### src/rtl/cmdpkt_pkg.sv
package cmdpkt_pkg;
  localparam int WORD_W = 32;
  localparam int CNT_W  = 14;
  localparam int LEN_W  = CNT_W + 1;
  localparam int IDX_W  = 3;

  localparam logic [WORD_W-1:0] REG0_BASE = 32'h0C20_0000;
  localparam logic [WORD_W-1:0] CFG_BASE  = 32'h0C20_8000;
  localparam logic [WORD_W-1:0] CTX_BASE  = 32'h0C22_8000;

  typedef enum logic [2:0] {
    K_REG0,
    K_MEMW,
    K_EOP,
    K_CFG,
    K_CTX,
    K_DROP
  } kind_e;

  typedef struct packed {
    logic                  req;
    logic                  wide;
    logic [WORD_W-1:0]     addr;
    logic [2*WORD_W-1:0]   data;
  } wr_req_t;

  // Start address of a plain register burst
  function automatic logic [WORD_W-1:0] reg0_addr(input logic [15:0] off);
    return REG0_BASE + {14'd0, off, 2'b00};
  endfunction

  // Word-indexed address inside a register-set window
  function automatic logic [WORD_W-1:0] set_addr(input logic [WORD_W-1:0] base,
                                                 input logic [WORD_W-1:0] idx);
    return base + {idx[WORD_W-3:0], 2'b00};
  endfunction

  function automatic logic [WORD_W-1:0] align4(input logic [WORD_W-1:0] a);
    return {a[WORD_W-1:2], 2'b00};
  endfunction

  function automatic logic [WORD_W-1:0] align8(input logic [WORD_W-1:0] a);
    return {a[WORD_W-1:3], 3'b000};
  endfunction

  // Body word index, saturating once past the last argument that matters
  function automatic logic [IDX_W-1:0] idx_step(input logic [IDX_W-1:0] i);
    return (&i) ? i : i + 1'b1;
  endfunction
endpackage

### src/rtl/cmdpkt_hdr_dec.sv
module cmdpkt_hdr_dec
  import cmdpkt_pkg::*;
#(
  parameter logic [7:0] OP_CTX_CTL = 8'h28,
  parameter logic [7:0] OP_IB      = 8'h32,
  parameter logic [7:0] OP_MEMW    = 8'h3D,
  parameter logic [7:0] OP_ME_INIT = 8'h44,
  parameter logic [7:0] OP_EOP     = 8'h47,
  parameter logic [7:0] OP_SET_CFG = 8'h68,
  parameter logic [7:0] OP_SET_CTX = 8'h69
) (
  input  logic [WORD_W-1:0] hdr,
  output logic              starts,
  output kind_e             kind,
  output logic              bad_type,
  output logic              bad_op,
  output logic [LEN_W-1:0]  plen
);
  logic [1:0] ptype;
  logic [7:0] op;

  assign ptype = hdr[31:30];
  assign op    = hdr[15:8];
  assign plen  = LEN_W'(hdr[29:16]) + LEN_W'(1);

  always_comb begin
    starts   = 1'b0;
    kind     = K_DROP;
    bad_type = 1'b0;
    bad_op   = 1'b0;
    case (ptype)
      2'd0: begin
        starts = 1'b1;
        kind   = K_REG0;
      end
      2'd3: begin
        starts = 1'b1;
        if (op == OP_MEMW)         kind = K_MEMW;
        else if (op == OP_EOP)     kind = K_EOP;
        else if (op == OP_SET_CFG) kind = K_CFG;
        else if (op == OP_SET_CTX) kind = K_CTX;
        else if (op == OP_CTX_CTL || op == OP_IB || op == OP_ME_INIT) kind = K_DROP;
        else bad_op = 1'b1;
      end
      2'd1:    bad_type = 1'b1;
      default: ;
    endcase
  end
endmodule

### src/rtl/cmdpkt_exec.sv
module cmdpkt_exec
  import cmdpkt_pkg::*;
(
  input  kind_e             kind,
  input  logic [IDX_W-1:0]  idx,
  input  logic              last,
  input  logic [WORD_W-1:0] dw,
  input  logic [WORD_W-1:0] baddr,
  input  logic [WORD_W-1:0] mw_addr,
  input  logic              mw_d32,
  input  logic [WORD_W-1:0] mw_lo,
  input  logic [WORD_W-1:0] eop_addr,
  input  logic [2:0]        eop_dsel,
  input  logic [1:0]        eop_isel,
  output wr_req_t           req,
  output logic [WORD_W-1:0] baddr_nxt,
  output logic              retire_hit
);
  logic [1:0] isel_eff;

  always_comb begin
    req        = '0;
    baddr_nxt  = baddr;
    retire_hit = 1'b0;
    isel_eff   = (idx == IDX_W'(3)) ? dw[25:24] : eop_isel;
    case (kind)
      K_REG0: begin
        req.req   = 1'b1;
        req.addr  = baddr;
        req.data  = {32'd0, dw};
        baddr_nxt = baddr + 32'd4;
      end
      K_CFG, K_CTX: begin
        if (idx == IDX_W'(1)) begin
          baddr_nxt = set_addr((kind == K_CFG) ? CFG_BASE : CTX_BASE, dw);
        end else begin
          req.req   = 1'b1;
          req.addr  = baddr;
          req.data  = {32'd0, dw};
          baddr_nxt = baddr + 32'd4;
        end
      end
      K_MEMW: begin
        if (idx == IDX_W'(3) && mw_d32) begin
          req.req  = 1'b1;
          req.addr = align4(mw_addr);
          req.data = {32'd0, dw};
        end
        if (idx == IDX_W'(4) && !mw_d32) begin
          req.req  = 1'b1;
          req.wide = 1'b1;
          req.addr = align8(mw_addr);
          req.data = {dw, mw_lo};
        end
      end
      K_EOP: begin
        if (eop_isel != 2'd1) begin
          if (idx == IDX_W'(4) && eop_dsel == 3'd1) begin
            req.req  = 1'b1;
            req.addr = align4(eop_addr);
            req.data = {32'd0, dw};
          end
          if (idx == IDX_W'(4) && eop_dsel == 3'd2) begin
            req.req  = 1'b1;
            req.addr = align8(eop_addr);
            req.data = {32'd0, dw};
          end
          if (idx == IDX_W'(5) && eop_dsel == 3'd2) begin
            req.req  = 1'b1;
            req.addr = align8(eop_addr) + 32'd4;
            req.data = {32'd0, dw};
          end
        end
        if (last && idx >= IDX_W'(3) && (isel_eff == 2'd1 || isel_eff == 2'd2))
          retire_hit = 1'b1;
      end
      default: ;
    endcase
  end
endmodule

### src/rtl/cmdpkt_wr_port.sv
module cmdpkt_wr_port
  import cmdpkt_pkg::*;
(
  input  logic                clk,
  input  logic                rst_n,
  input  logic                take,
  input  wr_req_t             req,
  input  logic                retire_set,
  input  logic                bad_type_set,
  input  logic                bad_op_set,
  output logic                wr_valid,
  output logic [WORD_W-1:0]   wr_addr,
  output logic [2*WORD_W-1:0] wr_data,
  output logic                wr_wide,
  output logic                retire,
  output logic                err_type,
  output logic                err_opcode
);
  always_ff @(posedge clk or negedge rst_n) begin
    if (!rst_n) begin
      wr_valid   <= 1'b0;
      wr_addr    <= '0;
      wr_data    <= '0;
      wr_wide    <= 1'b0;
      retire     <= 1'b0;
      err_type   <= 1'b0;
      err_opcode <= 1'b0;
    end else begin
      wr_valid   <= take & req.req;
      retire     <= take & retire_set;
      err_type   <= take & bad_type_set;
      err_opcode <= take & bad_op_set;
      if (take & req.req) begin
        wr_addr <= req.addr;
        wr_data <= req.data;
        wr_wide <= req.wide;
      end
    end
  end
endmodule

### src/rtl/cmdpkt_decoder.sv
module cmdpkt_decoder
  import cmdpkt_pkg::*;
#(
  parameter logic [7:0] OP_CTX_CTL = 8'h28,
  parameter logic [7:0] OP_IB      = 8'h32,
  parameter logic [7:0] OP_MEMW    = 8'h3D,
  parameter logic [7:0] OP_ME_INIT = 8'h44,
  parameter logic [7:0] OP_EOP     = 8'h47,
  parameter logic [7:0] OP_SET_CFG = 8'h68,
  parameter logic [7:0] OP_SET_CTX = 8'h69
) (
  input  logic        clk,
  input  logic        rst_n,
  input  logic        in_valid,
  input  logic [31:0] in_data,
  output logic        in_ready,
  output logic        wr_valid,
  output logic [31:0] wr_addr,
  output logic [63:0] wr_data,
  output logic        wr_wide,
  output logic        retire,
  output logic        err_type,
  output logic        err_opcode
);
  // Packet state
  logic              in_pkt;
  kind_e             kind;
  logic [LEN_W-1:0]  remain;
  logic [IDX_W-1:0]  idx;
  logic [WORD_W-1:0] baddr;
  logic [WORD_W-1:0] mw_addr;
  logic              mw_d32;
  logic [WORD_W-1:0] mw_lo;
  logic [WORD_W-1:0] eop_addr;
  logic [2:0]        eop_dsel;
  logic [1:0]        eop_isel;

  // Named events
  logic accept;
  logic hdr_take;
  logic pay_take;
  logic pkt_last;

  // Decoder outputs
  logic             hd_starts;
  kind_e            hd_kind;
  logic             hd_bad_type;
  logic             hd_bad_op;
  logic [LEN_W-1:0] hd_plen;

  wr_req_t           ex_req;
  wr_req_t           port_req;
  logic [WORD_W-1:0] ex_baddr_nxt;
  logic              ex_retire;

  assign in_ready = ~wr_valid;
  assign accept   = in_valid & in_ready;
  assign hdr_take = accept & ~in_pkt;
  assign pay_take = accept & in_pkt;
  assign pkt_last = (remain == LEN_W'(1));

  cmdpkt_hdr_dec #(
    .OP_CTX_CTL(OP_CTX_CTL), .OP_IB(OP_IB), .OP_MEMW(OP_MEMW),
    .OP_ME_INIT(OP_ME_INIT), .OP_EOP(OP_EOP),
    .OP_SET_CFG(OP_SET_CFG), .OP_SET_CTX(OP_SET_CTX)
  ) u_hdr (
    .hdr      (in_data),
    .starts   (hd_starts),
    .kind     (hd_kind),
    .bad_type (hd_bad_type),
    .bad_op   (hd_bad_op),
    .plen     (hd_plen)
  );

  cmdpkt_exec u_exec (
    .kind       (kind),
    .idx        (idx),
    .last       (pkt_last),
    .dw         (in_data),
    .baddr      (baddr),
    .mw_addr    (mw_addr),
    .mw_d32     (mw_d32),
    .mw_lo      (mw_lo),
    .eop_addr   (eop_addr),
    .eop_dsel   (eop_dsel),
    .eop_isel   (eop_isel),
    .req        (ex_req),
    .baddr_nxt  (ex_baddr_nxt),
    .retire_hit (ex_retire)
  );

  assign port_req = in_pkt ? ex_req : '0;

  cmdpkt_wr_port u_port (
    .clk          (clk),
    .rst_n        (rst_n),
    .take         (accept),
    .req          (port_req),
    .retire_set   (in_pkt & ex_retire),
    .bad_type_set (~in_pkt & hd_bad_type),
    .bad_op_set   (~in_pkt & hd_bad_op),
    .wr_valid     (wr_valid),
    .wr_addr      (wr_addr),
    .wr_data      (wr_data),
    .wr_wide      (wr_wide),
    .retire       (retire),
    .err_type     (err_type),
    .err_opcode   (err_opcode)
  );

  always_ff @(posedge clk or negedge rst_n) begin
    if (!rst_n) begin
      in_pkt   <= 1'b0;
      kind     <= K_DROP;
      remain   <= '0;
      idx      <= '0;
      baddr    <= '0;
      mw_addr  <= '0;
      mw_d32   <= 1'b0;
      mw_lo    <= '0;
      eop_addr <= '0;
      eop_dsel <= '0;
      eop_isel <= '0;
    end else if (hdr_take) begin
      if (hd_starts) begin
        in_pkt <= 1'b1;
        kind   <= hd_kind;
        remain <= hd_plen;
        idx    <= IDX_W'(1);
        baddr  <= reg0_addr(in_data[15:0]);
      end
    end else if (pay_take) begin
      remain <= remain - LEN_W'(1);
      idx    <= idx_step(idx);
      baddr  <= ex_baddr_nxt;
      if (pkt_last) in_pkt <= 1'b0;
      case (kind)
        K_MEMW: begin
          if (idx == IDX_W'(1)) mw_addr <= in_data;
          if (idx == IDX_W'(2)) mw_d32  <= in_data[18];
          if (idx == IDX_W'(3)) mw_lo   <= in_data;
        end
        K_EOP: begin
          if (idx == IDX_W'(2)) eop_addr <= in_data;
          if (idx == IDX_W'(3)) begin
            eop_dsel <= in_data[31:29];
            eop_isel <= in_data[25:24];
          end
        end
        default: ;
      endcase
    end
  end
endmodule

### config.mk
export PLATFORM = sky130hd
export DESIGN_NAME = cmdpkt_decoder
export DESIGN_NICKNAME = d
export VERILOG_FILES = /design/src/rtl/cmdpkt_pkg.sv /design/src/rtl/cmdpkt_hdr_dec.sv /design/src/rtl/cmdpkt_exec.sv /design/src/rtl/cmdpkt_wr_port.sv /design/src/rtl/cmdpkt_decoder.sv
export SDC_FILE = /design/constraint.sdc
export NUM_CORES = 1
export LEC_CHECK = 0
export ABC_AREA = 1
export BUFFER_PORTS_ARGS = -buffer_cell sky130_fd_sc_hd__buf_4
export CORE_MARGIN = 2
export CORE_UTILIZATION = 40
export CTS_BUF_LIST = sky130_fd_sc_hd__clkbuf_2 sky130_fd_sc_hd__clkbuf_4 sky130_fd_sc_hd__clkbuf_8
export DETAILED_ROUTE_END_ITERATION = 7
export PLACE_DENSITY = 0.64
export SYNTH_ARGS = -nofsm -noshare
export SYNTH_HDL_FRONTEND = slang
export SYNTH_SLANG_ARGS = --single-unit
### constraint.sdc
create_clock -name clk -period 2.4 [get_ports clk]
set_input_delay 0 -clock clk [delete_from_list [all_inputs] [get_ports clk]]
set_output_delay 0 -clock clk [all_outputs]
set_load 0.01 [all_outputs]
==> Word-level counts from Yosys, hierarchy flattened <==
Index checks and enable logic that the tools add are counted.
{ "op_classes": {"n_addsub": 7, "order_cmp": 1, "n_eq_ne": 26, "muxes": 50, "bitwise_logic": 13, "n_reduce_logical": 30} }
{ "ops": {"columns": ["cell", "count"], "rows": [
  ["96-bit two-way mux", 6],
  ["96-bit one-hot mux with 4 select lines", 1],
  ["98-bit two-way mux", 2],
  ["32-bit two-way mux", 4],
  ["32-bit by 3-bit adder with 32-bit output (second input constant)", 2],
  ["32-bit one-hot mux with 2 select lines", 1],
  ["15-bit two-way mux", 3],
  ["32-bit adder", 1],
  ["8-bit by 7-bit == test with 1-bit output (second input constant)", 4],
  ["28-bit by 18-bit adder with 29-bit output (first input constant)", 1],
  ["8-bit by 6-bit == test with 1-bit output (second input constant)", 3],
  ["1-bit two-way mux", 22],
  ["3-bit two-way mux", 7],
  ["4-bit AND reduction", 5],
  ["18-bit two-way mux", 1],
  ["14-bit by 1-bit adder with 15-bit output (second input constant)", 1],
  ["15-bit by 1-bit == test with 1-bit output (second input constant)", 1],
  ["3-bit by 2-bit == test with 1-bit output (second input constant)", 5],
  ["3-bit AND reduction", 5],
  ["15-bit by 1-bit subtractor with 15-bit output (second input constant)", 1],
  ["1-bit AND", 10],
  ["3-bit by 1-bit == test with 1-bit output (second input constant)", 3],
  ["3-bit == test (second input constant)", 3],
  ["1-bit logical AND", 7],
  ["18 further kinds", 28]
]} }
{ "word_totals": {"register_bits": 257, "input_bits": 35, "word_cells": 145} }

==> Logic depth before layout (Yosys ltp) <==
Gate-level depths: netlist (run 1).
{ "logic_depth": {"depth_word": 11, "depth_mapped": 15} }

==> Cells and area by module <==
A second synthesis (run 1) with hierarchy kept.
{ "unflattened": {"cells_unflattened": 2224, "hier_area_um2": 15379.8} }
{ "by_module_without_submodules": {"columns": ["module", "instances", "cells_each", "area_each_um2"], "rows": [
  ["cmdpkt_decoder", 1, 938, 7384.6],
  ["cmdpkt_wr_port", 1, 432, 3953.8],
  ["cmdpkt_exec", 1, 738, 3433.3],
  ["cmdpkt_hdr_dec", 1, 116, 608.1]
]} }

==> Least setup slack after synthesis (run 1) <==
Ideal clock, no wire load.
{ "synth_timing": {"kind": "register to register", "from": "reg idx[0]", "to": "reg u_port.wr_addr[28]", "arrival_ns": 1.750, "required_ns": 2.283, "slack_ns": 0.533, "stages_incl_launch_ff": 13, "synth_period_minus_slack_ns": 1.867, "path_cell_list": "dfrtp_1 ha_1 ha_1 nand2_1 inv_1 o21ai_1 inv_1 buf_2 buf_2 nand2_1 nand3_1 nor2_1 nor2_1"} }
{ "synth_between": {"elab_chain_cells": 9} }
{ "synth_rtl": {"columns": ["item", "line_no", "rtl"], "rows": [
  ["start, declared", "cmdpkt_decoder.sv:29", "logic [IDX_W-1:0] idx;"],
  ["start signal, assigned", "cmdpkt_decoder.sv:134", "idx <= idx_step(idx);"],
  ["3-bit == test", "cmdpkt_exec.sv:49, cmdpkt_exec.sv:58, cmdpkt_exec.sv:63", null],
  ["1-bit logical AND", "cmdpkt_exec.sv:58", "if (idx == IDX_W'(4) && eop_dsel == 3'd1) begin"],
  ["1-bit two-way mux", "cmdpkt_exec.sv:58", null],
  ["1-bit two-way mux", "cmdpkt_exec.sv:63", "if (idx == IDX_W'(4) && eop_dsel == 3'd2) begin"],
  ["1-bit two-way mux", "cmdpkt_exec.sv:68", "if (idx == IDX_W'(5) && eop_dsel == 3'd2) begin"],
  ["1-bit two-way mux", "cmdpkt_exec.sv:57", "if (eop_isel != 2'd1) begin"],
  ["1-bit one-hot mux with 4 select lines", "cmdpkt_exec.sv:26", "case (kind)"],
  ["98-bit two-way mux (*)", "cmdpkt_decoder.sv:92", "assign port_req = in_pkt ? ex_req : '0;"],
  ["1-bit AND", "cmdpkt_wr_port.sv:33", "if (take & req.req) begin"],
  ["end signal, assigned", "cmdpkt_wr_port.sv:34", "wr_addr <= req.addr;"],
  ["end, declared", "cmdpkt_wr_port.sv:12", "output logic [WORD_W-1:0] wr_addr,"]
]} }
Mark *: on every way between the ends. The rest lies on a longest branch, timed or not.
A chain may end at the register's enable or synchronous reset.

==> Worst setup path in the final report (run 1) <==
{ "layout_timing": {"from": "reg kind[2]", "to": "reg baddr[25]"} }
{ "layout_between": {"elab_chain_cells": 7} }
{ "layout_rtl": {"columns": ["item", "line_no", "rtl"], "rows": [
  ["start, declared", "cmdpkt_decoder.sv:27", "kind_e kind;"],
  ["start signal, assigned", "cmdpkt_decoder.sv:127", "kind <= hd_kind;"],
  ["3-bit by 2-bit == test with 1-bit output", "cmdpkt_exec.sv:26, cmdpkt_exec.sv:35", null],
  ["18-bit two-way mux", "cmdpkt_exec.sv:35", "baddr_nxt = set_addr((kind == K_CFG) ? CFG_BASE : CTX_BASE, dw);"],
  ["32-bit adder", "cmdpkt_pkg.sv:35", "return base + {idx[WORD_W-3:0], 2'b00};"],
  ["32-bit two-way mux", "cmdpkt_exec.sv:34", "if (idx == IDX_W'(1)) begin"],
  ["32-bit one-hot mux with 2 select lines", "cmdpkt_exec.sv:26", null],
  ["32-bit two-way mux", "cmdpkt_decoder.sv:132", "end else if (pay_take) begin"],
  ["32-bit two-way mux", "cmdpkt_decoder.sv:124", "end else if (hdr_take) begin"],
  ["end signal, assigned", "cmdpkt_decoder.sv:130", "baddr <= reg0_addr(in_data[15:0]);"],
  ["end signal, assigned", "cmdpkt_decoder.sv:135", "baddr <= ex_baddr_nxt;"],
  ["end, declared", "cmdpkt_decoder.sv:30", "logic [WORD_W-1:0] baddr;"]
]} }
Parallel ways exist; a longest one is shown, timed or not. The select of a mux whose other input is x is not followed.

==> flow_summary.toml, run 1 <==
[yosys]
ys_types = 40
synthSimpleGateAreaFrac = 0.320
synth_flop_cell = "dfrtp_1"
synth_compound_area_frac = 0.0977
ys_seq_area_frac = 0.485
synth.most_common_cell = "nand2_1"
synth-adder-area-share = 0.0145
synth_top_family_by_area = "simple AND/OR/NAND/NOR gates"
synth.top_cell.area_share = 0.480
syn-num-nets = 1762
synthMuxAreaShare = 0
netlist_area_um2 = 12900
synth_xor_area_frac = 0.0149
synth_warnings = 0
yosysTopAreaCell = "dfrtp_1"
postSynth.asyncResetShare = 1.00
synth_edf_count = 0
avgSynthCellArea_um2 = 7.54
synth_area_leaders = "dfrtp_1 (48%), nand2_1 (16%), o21ai_0 (6.4%)"
ys_ff_latch = 250
netlist_instances = 1712
netlist_top_cells_count = "nand2_1 (540), dfrtp_1 (248), nor2_1 (185)"

[worst_setup_path]
end_kind = "flop"
crit_required_ns = 2.85
critPathArrivalTime_ns = 2.64
path_class = "flop to flop"
reg2regPathDepth = 14
path_max_fanout = 6
r2r_slack_ns = 0.21
reg2reg_to = "baddr[25]"
rr_startpoint = "kind[2]"
startpoint = "kind[2]"
critPathLaunchType = "flop"

[clock_network]
cts_root_buf = "clkbuf_8"
cts.clk_slew.worst_paths_ns = 0.07
worstSkewPairLatency_ns = 0.56
h-tree-depth = 2
cts_buffer_depth = 3
cts_sinks = 250
cts_tree = "done"
cts_buffers = 45

[sta]
slew_violations = 0
post-route-period-util = 0.914
worst_pin_slew_ns = 0.595
grt_setup_unrepaired = "no"
fin_tns_setup_ns = 0
relSlewSlack = 0.604
finClkSkew_ns = 0.0298
setup_violations = 0
hold_viol_final = 16
holdWs_ns = -0.0244
fmax_mhz = 456
min_period_ns = 2.19

[global_route]
gr-usage-all-layers = 0.249
grt.overflow.total = 0
antenna_found_initial = 0
grt_pass1_vias = 12100
grt_pass1_wl_mm = 66.5
grt_max_degree = 68

[floorplanning]
rows = 65
core-area_um2 = 31600
dieHeight_um = 184
io_pins = 137
die_w_um = 184
die_area_um2 = 33700
initial_utilization = 0.408

[place]
port_buffers = 136
place.gp.congestion = 0.913
dpl.hpwl_mm = 28.9
placed_cells = 2201
placed_area_um2 = 14500

[cells_and_area]
design_area_um2 = 15700
fill_cells = 3119
layout-drive-gt1-share = 0.145
areaGrowthSynthToFinish_pct = 21.7
antennaDiodeCount = 0
nets = 1931
fin_util = 0.497
fin_cells = 2312

[pwr]
switching_share = 0.407
ir_worst_vdd_uv = 678
clkPwrFrac = 0.236
power.internal_w = 0.0102
seq_power_share = 0.383
leakagePower_nw = 7.84
total_power_w = 0.0172
p_comb_frac = 0.381
p_switching_w = 0.00699
power.density_nw_per_um2 = 1090

[route]
first_pass_iters = 5
drt_iter0_markers = 1028
detail-route-antenna-nets = 0
vias_per_cell = 5.36
vias = 12400
drcViolationCount = 0
drt_wl_total_mm = 41.3
wl_per_cell_um = 17.8

[min_path]
hold_path_class = "input port to async pin"

[run_status]
failed_checks = "hold timing"
status = "finished with violations"

[run]
cap_violations = 0
## metal layers
metal,part of all wire,track usage
met1,0.46,0.368
met2,0.45,0.387
met3,0.072,0.0323
met4,0.019,0.0602
met5,0,0
## sequential cells by signal, summed over array words and instances, names as in the netlist
signal,count
u_port.wr_data,64
remain,15
eop_addr,30
u_port.wr_valid,1
in_pkt,1
eop_isel,2
u_port.err_opcode,1
eop_dsel,3
mw_addr,30
idx,3
kind,3
baddr,30
mw_d32,1
u_port.wr_addr,31
mw_lo,32
u_port.err_type,1
u_port.retire,1
u_port.wr_wide,1
## power groups by stage
| stage | Clock (W) | Combinational, W | Sequential [W] |
|---|---|---|---|
| 2_1_floorplan | 0 | 0.00412 | 0.00648 |
| 3_3_place_gp | 0 | 0.00636 | 0.00659 |
| 3_5_place_dp | 0 | 0.00648 | 0.00661 |
| 5_1_grt | 0.00433 | 0.00737 | 0.00676 |
| 6_report | 0.00405 | 0.00655 | 0.00657 |
| 4_1_cts | 0.00413 | 0.00654 | 0.00656 |
## placed cells by master (no fill, tap or decap), types with 4 or more instances in the layout
cell,instances
inv_2,6
inv_1,115
o211ai_1,10
o21ai_1,7
a31oi_1,5
nand3_1,133
o21ai_0,166
xor2_1,19
dfrtp_1,248
nor3_1,13
dlygate4sd3_1,35
nor2_1,184
clkbuf_4,18
a22oi_1,4
a21oi_1,39
clkbuf_8,54
ha_1,15
nand2_1,540
nand4_1,83
buf_4,167
buf_12,9
## worst max path at each step
stage / cells past startpoint / to / slack [ns]
final: 14 / baddr[25] / 0.21
after global routing: 10 / u_port.wr_addr[31] / 0.04
after CTS: 9 / u_port.wr_data[57] / 0.14
after detailed placement: 9 / u_port.wr_data[54] / 0.17
after global placement: 9 / u_port.wr_data[63] / 0.24
after floorplan: 12 / u_port.wr_addr[28] / 0.53
## critical path, cell delays in order, from the launching register on
cell     delay, ns
dfstp_2       0.39
inv_1         0.15
nand3_1       0.12
ha_1          0.35
nand2_1       0.10
nand2_1       0.13
nand2_1       0.07
nand2_1       0.13
nand2_1       0.14
o21ai_0       0.20
nand3_1       0.10
nand2_1       0.07
inv_1         0.04
nand2_1       0.05
nand2_1       0.05
## what timing repair did
action	CTS	global route
gates resized for setup	0	1
hold endpoints to repair	416	0
setup endpoints to repair	0	21
buffers inserted	0	0
hold buffers	35	0
## layout make-up
type                    count  area (um2)  area share
clock inverters             4        22.5     0.00143
well taps                 402         503      0.0320
inverters                 122         458      0.0291
clock buffers              72         878      0.0559
multi-input cells        1249        5780       0.368
repair buffers            213        1810       0.115
flip-flops and latches    250        6260       0.398
## metrics by stage
stage                     hold slack, ns  worst slack, ns
after floorplan                   -0.296            0.533
after global placement           0.00274            0.235
after detailed placement         0.00233            0.166
after CTS                        0.00159            0.138
after global routing              0.0143           0.0412
final                            -0.0244            0.207
## logic make-up (layout without fill, tap and decap cells)
logic type | count (synthesis) | in the layout
flops | 250 | 250
compound gates | 240 | 240
buf+inv | 213 | 411
xor+xnor | 22 | 22
fa+ha+maj | 15 | 15
simple gates | 972 | 972
Note: power is estimated with default switching activity, not from simulation.
==> run 2, diff against run 1 <==
Settings changed: CORE_UTILIZATION 40 to 45, PLACE_DENSITY 0.64 to 0.7.
==> run 2 against run 1 <==
Against the previous run: the flow now finishes without violations; clock power rose by 4%; cell area rose by 0.21%; first-iteration DRC count rose by 8.0%; global-route usage rose by 2.5 points; sequential share of layout area fell by 0.082 points; worst hold slack improved by 0.047 ns; utilization rose by 5.6 points; fmax rose by 0.73%; non-clock buffer count did not move; clock skew rose by 0.0044 ns; via count rose by 0.57%; worst setup slack improved by 0.016 ns; critical path type unchanged; largest cell class unchanged.
==> flow_summary.toml, run 2 (synthesis results as in run 1) <==
[run_status]
status = "finished clean"

[clock_network]
worstSkewPairLatency_ns = 0.57
cts_buffers = 43
cts_buffer_depth = 3
cts_sinks = 250
h-tree-depth = 2
post-cts-setup-buffers = 0
cts.clk_slew.worst_paths_ns = 0.07
cts_root_buf = "clkbuf_8"
cts_tree = "done"

[pwr]
power.density_nw_per_um2 = 1100
leakagePower_nw = 7.86
ir_worst_vdd_uv = 729

[cells_and_area]
design_area_um2 = 15700
final_common_cell = "nand2_1"
layout_common_cells = "nand2_1 (540), dfrtp_1 (248), nor2_1 (184)"
layout-drive-gt1-share = 0.145
largestRegisters = "u_port.wr_data (64), mw_lo (32), u_port.wr_addr (31)"
largest_reg_flops = 64
nets = 1929
top_register = "u_port.wr_data"
areaGrowthSynthToFinish_pct = 21.9
fin_cells = 2293
antennaDiodeCount = 0
fin_util = 0.553

[sta]
worst_pin_slew_ns = 0.674
fin_tns_setup_ns = 0
finClkSkew_ns = 0.0343
min_period_ns = 2.18
hold_viol_final = 0
holdWs_ns = 0.0231
grt_setup_unrepaired = "no"
relSlewSlack = 0.547
post-route-period-util = 0.907
setup_violations = 0
slew_violations = 0
fmax_mhz = 459

[worst_setup_path]
critPathLaunchType = "flop"
rr_startpoint = "kind[2]"
path_max_fanout = 6
startpoint = "kind[2]"
crit_required_ns = 2.81
end_kind = "flop"
critPathArrivalTime_ns = 2.59
path_class = "flop to flop"

[min_path]
hold_path_class = "input port to async pin"

[route]
wl_per_cell_um = 17.9
vias = 12500
drcViolationCount = 0
drt_wl_total_mm = 41.0
vias_per_cell = 5.43
first_pass_iters = 6
drt_iter0_markers = 1110
detail-route-antenna-nets = 0

[floorplanning]
initial_utilization = 0.454
dieHeight_um = 173
rows = 62
die_area_um2 = 30100
io_pins = 137
die_w_um = 173
core-area_um2 = 28500

[run]
cap_violations = 0

[global_route]
grt_max_degree = 71
antenna_found_initial = 0
grt_pass1_wl_mm = 66.0
grt.overflow.total = 0
gr-usage-all-layers = 0.274
grt_pass1_vias = 11900

[place]
dpl.hpwl_mm = 28.2
place.gp.congestion = 0.937
placed_area_um2 = 14400
port_buffers = 136
placed_cells = 2183
run 2: power breakdown:
part           internal (W)  switching [W]
combinational       0.00239        0.00424
sequential          0.00554        0.00100
clock               0.00241        0.00182
total                0.0103        0.00706
run 2: final timing paths:
kind / endpoint / slack [ns] / cells past startpoint
setup / recovery: baddr[22] / 0.22 / 11
hold / removal: u_port.wr_data[28] / 0.02 / 3
setup reg to reg: baddr[22] / 0.22 / 11
hold reg to reg: remain[11] / 0.48 / 2
max in group asynchronous: u_port.wr_data[31] / 1.88 / 3
min in group clk: u_port.wr_data[2] / 0.27 / 4
run 2: through the flow:
| step | worst slack (ns) | power (W) |
|---|---|---|
| after global placement | 0.246 | 0.0129 |
| after CTS | 0.197 | 0.0174 |
| after detailed placement | 0.196 | 0.0131 |
| after global routing | 0.0297 | 0.0186 |
| final | 0.223 | 0.0174 |
| after floorplan | 0.533 | 0.0106 |
run 2: area by class of cell:
cell class              count  area [um2]
clock inverters            10         114
well taps                 384         480
fillers                  2647       12700
flip-flops and latches    250        6260
repair buffers            213        1830
inverters                 122         458
multi-input cells        1249        5780
clock buffers              65         820
run 2: metal layers:
| metal | part of all wire | up-vias | track usage |
|---|---|---|---|
| li1 | - | 5941 | - |
| met1 | 0.44 | 5855 | 0.399 |
| met2 | 0.45 | 580 | 0.419 |
| met3 | 0.089 | 83 | 0.0482 |
| met4 | 0.025 | 0 | 0.0855 |
| met5 | 0 | - | 0 |
run 2: what timing repair did:
action | in CTS | in global routing
hold buffers | 35 | 0
endpoints found under the setup margin | 0 | 3
hold endpoints to repair | 420 | 0
gates resized for setup | 0 | 1
run 2: critical path, stage by stage (launching register included):
cell     delay (ns)
dfstp_2        0.57
inv_1          0.10
nand3_1        0.12
ha_1           0.28
nand3_1        0.12
nand2_1        0.11
nand2_1        0.07
nand2_1        0.11
o21ai_0        0.31
nand2_1        0.09
nand2_1        0.06
o21ai_0        0.07
==> run 3, diff against run 2 <==
Settings changed: GPL_ROUTABILITY_DRIVEN set to 1, REMOVE_ABC_BUFFERS set to 1.
==> run 3 against run 2 <==
Against the previous run: global-route usage shrank 0.85 points; worst setup slack got worse by 0.091 ns; clock power is essentially flat; non-clock buffer count grew 3; highest routed layer is now met5; sequential share of layout area barely moved; die area unchanged; critical path depth is the same; fmax shrank 4.0%; utilization is essentially flat; sequential power barely moved; count of clock-buffer cells in the layout rose by 7; largest cell class unchanged; clock skew shrank 0.0012 ns.
==> flow_summary.toml, run 3 (synthesis results as in run 1) <==
[clock_network]
cts_tree = "done"
cts.clk_slew.worst_paths_ns = 0.07
cts_root_buf = "clkbuf_8"
cts_buffers = 43
worstSkewPairLatency_ns = 0.55
h-tree-depth = 2
post-cts-setup-buffers = 0
cts_buffer_depth = 3
cts_sinks = 250

[cells_and_area]
final_common_cell = "nand2_1"
design_area_um2 = 15800
top_register = "u_port.wr_data"
antennaDiodeCount = 0
layout-drive-gt1-share = 0.146
fill_cells = 2658
layout_common_cells = "nand2_1 (540), dfrtp_1 (248), nor2_1 (184)"
largest_reg_flops = 64
fin_util = 0.553
nets = 1932
areaGrowthSynthToFinish_pct = 22.0
largestRegisters = "u_port.wr_data (64), mw_lo (32), u_port.wr_addr (31)"

[sta]
hold_viol_final = 0
fmax_mhz = 441
relSlewSlack = 0.550
worst_pin_slew_ns = 0.675
holdWs_ns = 0.0344
post-route-period-util = 0.945
setup_violations = 0
min_period_ns = 2.27
grt_setup_unrepaired = "yes"
slew_violations = 0
finClkSkew_ns = 0.0330
timing.final.ws_setup_ns = 0.132

[pwr]
leakagePower_nw = 7.87
power.density_nw_per_um2 = 1100
ir_worst_vdd_uv = 688

[floorplanning]
rows = 62
core-area_um2 = 28500
dieHeight_um = 173
die_area_um2 = 30100
io_pins = 137
initial_utilization = 0.454
die_w_um = 173

[route]
first_pass_iters = 7
vias = 12500
drcViolationCount = 0
vias_per_cell = 5.44
drt_wl_total_mm = 40.1
wl_per_cell_um = 17.4
drt_iter0_markers = 1283
detail-route-antenna-nets = 0

[worst_setup_path]
crit_required_ns = 2.87
path_class = "flop to flop"
path_max_fanout = 38
critPathArrivalTime_ns = 2.74
end_kind = "flop"
critPathLaunchType = "flop"

[place]
port_buffers = 136
dpl.hpwl_mm = 27.9
post-place-ws_ns = 0.101
place.gp.congestion = 0.930
placed_area_um2 = 14500

[global_route]
gr-usage-all-layers = 0.266
grt_pass1_wl_mm = 64.0
grt.overflow.total = 0
antenna_found_initial = 1
grt_max_degree = 83
grt_pass1_vias = 12000

[run_status]
status = "finished clean"

[run]
cap_violations = 0

[min_path]
hold_path_class = "input port to async pin"
run 3: changes by cell type in the layout (fill, tap and decap cells not counted), sizes merged:
cell / change
buf: +3
bufinv: -1
clkbuf: +7
clkinv: -2
inv: -3
run 3: path summary, 6_finish.rpt:
| path | start | to | slack (ns) | depth (start not counted) |
|---|---|---|---|---|
| min | rst_n | mw_lo[29] | 0.03 | 2 |
| max reg2reg | idx[0] | u_port.wr_data[10] | 0.13 | 11 |
| max | idx[0] | u_port.wr_data[10] | 0.13 | 11 |
| max in group asynchronous | rst_n | u_port.wr_data[17] | 1.60 | 3 |
| min in group clk | in_data[5] | baddr[7] | 0.29 | 4 |
| min reg2reg | remain[11] | remain[11] | 0.48 | 2 |
run 3: repair_timing:
| action | in CTS | in global routing |
|---|---|---|
| hold buffers | 34 | 0 |
| resized for setup | 0 | 2 |
| hold endpoints to repair | 382 | 0 |
| setup endpoints to repair | 0 | 34 |
run 3: per-stage QoR:
stage                     cells  TNS [ns]  power (W)
after floorplan            1621   -260.52     0.0102
after global placement     2187         0     0.0129
after detailed placement   2187         0     0.0131
after CTS                  2297         0     0.0174
after global routing       2297   -0.0343     0.0186
final                      2297         0     0.0174
run 3: cell type report:
class / instances / area, um2 / share of cell area
clock buffers: 72 / 910 / 0.0577
repair buffers: 216 / 1810 / 0.115
clock inverters: 4 / 45.0 / 0.00286
well taps: 384 / 480 / 0.0305
inverters: 122 / 458 / 0.0291
flip-flops and latches: 250 / 6260 / 0.397
multi-input cells: 1249 / 5790 / 0.368
run 3: critical path, cell delays in order, from the launching register on:
cell,delay (ns)
dfrtp_1,0.41
inv_1,0.14
ha_1,0.21
nand2_1,0.11
nor2_1,0.11
nand3_1,0.09
nand3_1,0.08
nand2_1,0.10
nand3_2,0.17
buf_4,0.42
nand4_1,0.19
nand3_1,0.13
run 3: power breakdown:
group	switching, W	internal, W	total, W
Sequential	0.000995	0.00554	0.00653
Clock	0.00176	0.00248	0.00425
Combinational	0.00426	0.00234	0.00661
Total	0.00702	0.0104	0.0174
run 3: routing by layer:
layer	track usage	share of wire	vias up
li1	-	-	5936
met1	0.369	0.44	5923
met2	0.426	0.46	543
met3	0.0377	0.074	96
met4	0.0985	0.035	2
met5	0	0.00032	-
